===== src/rtl/rst_seq_pkg.sv =====
package rst_seq_pkg;
  localparam int NUM_REQ = 5;
  localparam int CAUSE_W = NUM_REQ + 1;

  typedef enum logic [2:0] {
    ST_HOLD, ST_SLOW, ST_FAST, ST_OSC, ST_CAL, ST_RUN
  } seq_state_e;

  typedef enum logic [1:0] {
    SUT_LONG  = 2'b00,
    SUT_SHORT = 2'b01,
    SUT_RSVD  = 2'b10,
    SUT_NONE  = 2'b11
  } sut_e;
endpackage


===== src/rtl/rst_req_sync.sv =====
module rst_req_sync #(
  parameter int NUM_REQ = 5,
  parameter int STAGES  = 2
) (
  input  logic               clk_i,
  input  logic               rst_ni,
  input  logic [NUM_REQ-1:0] req_i,
  output logic               req_any_o,
  output logic               hold_o
);
  logic             arst_n;
  logic [STAGES-1:0] sync_q;

  assign req_any_o = |req_i;
  assign arst_n    = rst_ni & ~req_any_o;

  // assert at once, release through STAGES flops
  always_ff @(posedge clk_i or negedge arst_n) begin
    if (!arst_n) sync_q <= '1;
    else         sync_q <= {sync_q[STAGES-2:0], 1'b0};
  end

  assign hold_o = sync_q[STAGES-1];
endmodule


===== src/rtl/rst_stage_fsm.sv =====
module rst_stage_fsm
  import rst_seq_pkg::*;
#(
  parameter int SLOW_LONG  = 65536,
  parameter int SLOW_SHORT = 4096,
  parameter int FAST_CYC   = 24
) (
  input  logic       clk_i,
  input  logic       rst_ni,
  input  logic       hold_i,
  input  logic [1:0] sut_i,
  input  logic       slow_tick_i,
  input  logic       osc_stable_i,
  input  logic       cal_done_i,
  output logic       run_o
);
  localparam int MAXC  = (SLOW_LONG > FAST_CYC) ? SLOW_LONG : FAST_CYC;
  localparam int CNT_W = $clog2(MAXC + 1);
  localparam logic [CNT_W-1:0] FAST_LAST = CNT_W'(FAST_CYC - 1);

  seq_state_e       state_q, state_d;
  logic [CNT_W-1:0] cnt_q, cnt_d, slow_last;

  always_comb begin
    unique case (sut_e'(sut_i))
      SUT_SHORT: slow_last = CNT_W'(SLOW_SHORT - 1);
      default:   slow_last = CNT_W'(SLOW_LONG - 1);
    endcase
  end

  always_comb begin
    state_d = state_q;
    cnt_d   = cnt_q;
    if (hold_i) begin
      state_d = ST_HOLD;
      cnt_d   = '0;
    end else begin
      unique case (state_q)
        ST_HOLD: begin
          cnt_d   = '0;
          state_d = (sut_e'(sut_i) == SUT_NONE) ? ST_FAST : ST_SLOW;
        end
        ST_SLOW: if (slow_tick_i) begin
          if (cnt_q == slow_last) begin
            cnt_d   = '0;
            state_d = ST_FAST;
          end else begin
            cnt_d = cnt_q + 1'b1;
          end
        end
        ST_FAST: begin
          if (cnt_q == FAST_LAST) begin
            cnt_d   = '0;
            state_d = ST_OSC;
          end else begin
            cnt_d = cnt_q + 1'b1;
          end
        end
        ST_OSC:  if (osc_stable_i) state_d = ST_CAL;
        ST_CAL:  if (cal_done_i)   state_d = ST_RUN;
        default: state_d = ST_RUN;
      endcase
    end
  end

  always_ff @(posedge clk_i or negedge rst_ni) begin
    if (!rst_ni) begin
      state_q <= ST_HOLD;
      cnt_q   <= '0;
    end else begin
      state_q <= state_d;
      cnt_q   <= cnt_d;
    end
  end

  assign run_o = (state_q == ST_RUN);

  a_r3_restart: assert property (@(posedge clk_i) disable iff (!rst_ni)
    hold_i |=> state_q == ST_HOLD);
  a_r2_order: assert property (@(posedge clk_i) disable iff (!rst_ni)
    (state_q == ST_RUN && $past(state_q) != ST_RUN) |-> $past(state_q) == ST_CAL);
  a_r4_slow_stall: assert property (@(posedge clk_i) disable iff (!rst_ni)
    (state_q == ST_SLOW && !slow_tick_i && !hold_i) |=> (state_q == ST_SLOW && $stable(cnt_q)));
  a_r7_osc_wait: assert property (@(posedge clk_i) disable iff (!rst_ni)
    (state_q == ST_OSC && !osc_stable_i && !hold_i) |=> state_q == ST_OSC);
endmodule


===== src/rtl/rst_cause_reg.sv =====
module rst_cause_reg #(
  parameter int NUM_REQ = 5
) (
  input  logic               clk_i,
  input  logic               rst_ni,
  input  logic [NUM_REQ-1:0] req_i,
  input  logic               clr_stb_i,
  input  logic [NUM_REQ:0]   clr_mask_i,
  output logic [NUM_REQ:0]   cause_o
);
  logic [NUM_REQ:0] cause_q;

  always_ff @(posedge clk_i or negedge rst_ni) begin
    if (!rst_ni)                        cause_q[0] <= 1'b1;
    else if (clr_stb_i && clr_mask_i[0]) cause_q[0] <= 1'b0;
  end

  for (genvar k = 0; k < NUM_REQ; k++) begin : g_src
    always_ff @(posedge clk_i or negedge rst_ni) begin
      if (!rst_ni)                             cause_q[k+1] <= 1'b0;
      else if (req_i[k])                       cause_q[k+1] <= 1'b1;
      else if (clr_stb_i && clr_mask_i[k+1])   cause_q[k+1] <= 1'b0;
    end

    a_r8_sticky_set: assert property (@(posedge clk_i) disable iff (!rst_ni)
      req_i[k] |=> cause_o[k+1]);
    a_r9_clear: assert property (@(posedge clk_i) disable iff (!rst_ni)
      (clr_stb_i && clr_mask_i[k+1] && !req_i[k]) |=> !cause_o[k+1]);
  end

  assign cause_o = cause_q;
endmodule


===== src/rtl/reset_sequencer.sv =====
module reset_sequencer
  import rst_seq_pkg::*;
#(
  parameter int SLOW_LONG  = 65536,
  parameter int SLOW_SHORT = 4096,
  parameter int FAST_CYC   = 24
) (
  input  logic               clk_i,
  input  logic               rst_ni,
  input  logic [NUM_REQ-1:0] req_i,
  input  logic [1:0]         sut_i,
  input  logic               slow_tick_i,
  input  logic               osc_stable_i,
  input  logic               cal_done_i,
  input  logic               clr_stb_i,
  input  logic [CAUSE_W-1:0] clr_mask_i,
  output logic               rst_o,
  output logic [CAUSE_W-1:0] cause_o
);
  logic req_any, hold, run;

  rst_req_sync #(.NUM_REQ(NUM_REQ), .STAGES(2)) i_sync (
    .clk_i, .rst_ni, .req_i, .req_any_o(req_any), .hold_o(hold)
  );

  rst_stage_fsm #(
    .SLOW_LONG(SLOW_LONG), .SLOW_SHORT(SLOW_SHORT), .FAST_CYC(FAST_CYC)
  ) i_fsm (
    .clk_i, .rst_ni, .hold_i(hold), .sut_i, .slow_tick_i,
    .osc_stable_i, .cal_done_i, .run_o(run)
  );

  rst_cause_reg #(.NUM_REQ(NUM_REQ)) i_cause (
    .clk_i, .rst_ni, .req_i, .clr_stb_i, .clr_mask_i, .cause_o
  );

  assign rst_o = ~rst_ni | req_any | ~run;

  a_r1_release_clean: assert property (@(posedge clk_i) disable iff (!rst_ni)
    $fell(rst_o) |-> !(|req_i));
  a_r1_req_holds: assert property (@(posedge clk_i) disable iff (!rst_ni)
    (|req_i) |-> rst_o);
endmodule


===== config.mk =====
export PLATFORM = sky130hd
export DESIGN_NAME = reset_sequencer
export DESIGN_NICKNAME = d
export VERILOG_FILES = /design/src/rtl/rst_seq_pkg.sv /design/src/rtl/rst_req_sync.sv /design/src/rtl/rst_stage_fsm.sv /design/src/rtl/rst_cause_reg.sv /design/src/rtl/reset_sequencer.sv
export SDC_FILE = /design/constraint.sdc
export NUM_CORES = 1
export LEC_CHECK = 0
export ABC_AREA = 1
export BUFFER_PORTS_ARGS = -buffer_cell sky130_fd_sc_hd__buf_4
export CAP_MARGIN = 20
export CORE_AREA = 2 2 89 91
export CTS_CLUSTER_DIAMETER = 120
export DETAILED_ROUTE_END_ITERATION = 6
export DIE_AREA = 0 0 91 93
export SLEW_MARGIN = 15
export SYNTH_ARGS = -nofsm -noshare
export SYNTH_HDL_FRONTEND = slang
export SYNTH_SLANG_ARGS = --single-unit

===== constraint.sdc =====
create_clock -name clk_i -period 3.8 [get_ports clk_i]
set_input_delay 0.38 -clock clk_i [delete_from_list [all_inputs] [get_ports clk_i]]
set_output_delay 0.38 -clock clk_i [all_outputs]
set_load 0.005 [all_outputs]

==> impl_metrics.yaml <==
outcome:
  status: "complete, no violations"
floorplan:
  ios: 26
  die_x_um: 91
  rows: 32
  fp.dieH_um: 93
  initial_core_util_pct: 24.0
  die-area_um2: 8460
  core_um2: 7530
sta:
  hold_viol_final: 0
  fmax_mhz: 546
  setup_violations: 0
  finalSetupTns_ns: 0
  skew_ns: 0.00585
  rsz0062_at_grt: "false"
  period_share_pct: 48.2
  period_needed_ns: 1.83
  finalMaxSlewViolations: 0
  fin_ws_ns: 1.97
pwr:
  power.leakage_nw: 1.02
  power_mw: 0.775
  power_density_nw_per_um2: 363
  ir_worst_vdd_mv: 0.149
global_routing:
  grt-ovfl-total: 0
  grt_max_degree: 28
  grt_pass1_vias: 1621
  grt_pass1_wl_mm: 7.37
  grt_usage_pct: 10.8
  antenna_found_initial: 0
critical_path:
  crit_fanout: 27
  critPathArrivalTime_ns: 1.45
  r2r_cells: 6
  worstPathRequired_ns: 3.42
  worstPathCellList: "buf_4 > nand4_1 > nor3_1 > nand4_1 > buf_4"
  endpoint_kind: "output pin"
  rr_startpoint: "i_sync.sync_q[1]"
  r2r_slack_ns: 2.04
  r2r_end: "i_fsm.cnt_q[6]"
  worstSetupStartpointType: "input pin"
  path_class: "in -> out"
  critPathSlowestCell: "nor3_1"
  cp_slowest_stage_delay_ns: 0.32
detailed_routing:
  routed_wl_mm: 4.17
  firstDrtPassIters: 4
  routed_via_density: 4.31
  drc: 0
  drt-initial-drc-count: 108
  vias: 1611
  drtAntennaViolNets: 0
  wire_per_inst_um: 11.2
synthesis:
  yosys.area.top_type: "dfrtp_1"
  yosys_most_used_dff: "dfrtp_1"
  synth_cell_type_count: 35
  synth_edf_count: 0
  synth_area_um2: 1810
  yosys-top-cells-count: "nand2_1, nor2_1, inv_1, dfrtp_1, nand3_1"
  netlist.area_leader.share_pct: 34.6
  synth.area.top_cells: "dfrtp_1, nand2_1, nor2_1"
  ys_ff_latch: 28
  yosysMostFrequentCell: "nand2_1"
  seq_area_frac_synth_pct: 39.0
  async_flop_share_pct: 100
  synth_warnings: 0
  avgSynthCellArea_um2: 7.32
  synth_nets: 267
  syn_inst: 247
final_layout:
  fin_cells: 374
  syn_to_final_growth_pct: 18.2
  layout.nets: 293
  n_antenna_cell: 0
  drive_gt1_share_pct: 21.7
placement:
  gp_congestion: 0.846
  dp_cells: 370
  dp_slack_ns: 1.89
  numPortBuffers: 25
  place_hpwl_mm: 3.17
run:
  drv_cap: 0
clocking:
  post_cts_resize_count: 0
  htreeDepth: 1
  cts_tree: "built"
  clock_latency_ns: 0.28
  clock_sinks: 28
  numCtsBuffers: 3
  cts_root_buffer: "clkbuf_8"
  cts.clk_slew.worst_paths_ns: 0.09
  hold_buffers: 0
  clockBufferDepth: 2
  post_cts_buffers: 0
min_path:
  min_path_type: "in -> async"
-- metrics by stage --
stage	hold WS, ns	instance area [µm²]	utilization, %
final	0.000421	2140	28.4
after global routing	0.0234	2140	28.4
after CTS	0.00613	2140	28.4
after detailed placement	0.321	2090	27.8
after global placement	0.315	2090	27.8
after floorplan	0.0844	1810	-
-- logic make-up after synthesis --
family          after synthesis  synth area share (%)
flops                        28                  39.0
xor+xnor                      5                  2.42
buf+inv                      33                  7.75
fa+ha+maj                     1                 0.692
simple gates                148                  38.7
compound gates               31                  11.3
other cells                   1                 0.207
-- area by class of cell --
class,instances,area [µm²]
Sequential cell,28,704
Multi-Input combinational cell,186,963
Fill cell,831,5390
Timing Repair Buffer,25,188
Inverter,29,109
Clock buffer,4,45.0
Tap cell,102,128
-- flip-flops by register name, summed over array words and instances, names as in the netlist --
name,count
i_fsm.state_q,3
i_cause.cause_o,6
i_sync.sync_q,2
i_fsm.cnt_q,17
-- cells in the final DEF, fill, tap and decap left out, types with 8 or more instances in the layout --
cell type / netlist / routed
nand2_1: 70 / 70
nor2_1: 29 / 29
inv_1: 27 / 27
dfrtp_1: 25 / 25
buf_4: 2 / 25
nand3_1: 15 / 15
a21oi_1: 13 / 13
nand4_1: 9 / 9
nand2_2: 8 / 8
-- where the power goes --
| group | internal (mW) | switching, mW | total, mW |
|---|---|---|---|
| Clock | 0.0753 | 0.0911 | 0.166 |
| Combinational | 0.0846 | 0.175 | 0.260 |
| Sequential | 0.322 | 0.0273 | 0.349 |
| Total | 0.482 | 0.294 | 0.775 |
-- layer usage --
layer / wire (µm) / track usage [%] / vias up
met5: 0 / 0 / -
met4: 51 / 3.16 / 0
met3: 191 / 2.50 / 4
met2: 1950 / 18.7 / 33
met1: 1980 / 13.5 / 732
li1: - / - / 842
-- critical path, delay by kind of cell --
family	cells	cell delay [ns]
AND/OR/NAND/NOR	3	0.60
buffers and inverters	2	0.47
-- worst max path at each step --
stage                    from             end  slack [ns]  cells after the start
3_5_place_dp           rst_ni           rst_o        1.89                      5
2_1_floorplan  i_fsm.cnt_q[0]  i_fsm.cnt_q[2]        2.29                     10
3_3_place_gp           rst_ni           rst_o        1.98                      5
5_1_grt                rst_ni           rst_o        1.77                      5
4_1_cts                rst_ni           rst_o        1.89                      5
6_report               rst_ni           rst_o        1.97                      5
No activity file was read; power rests on OpenSTA's default activity.
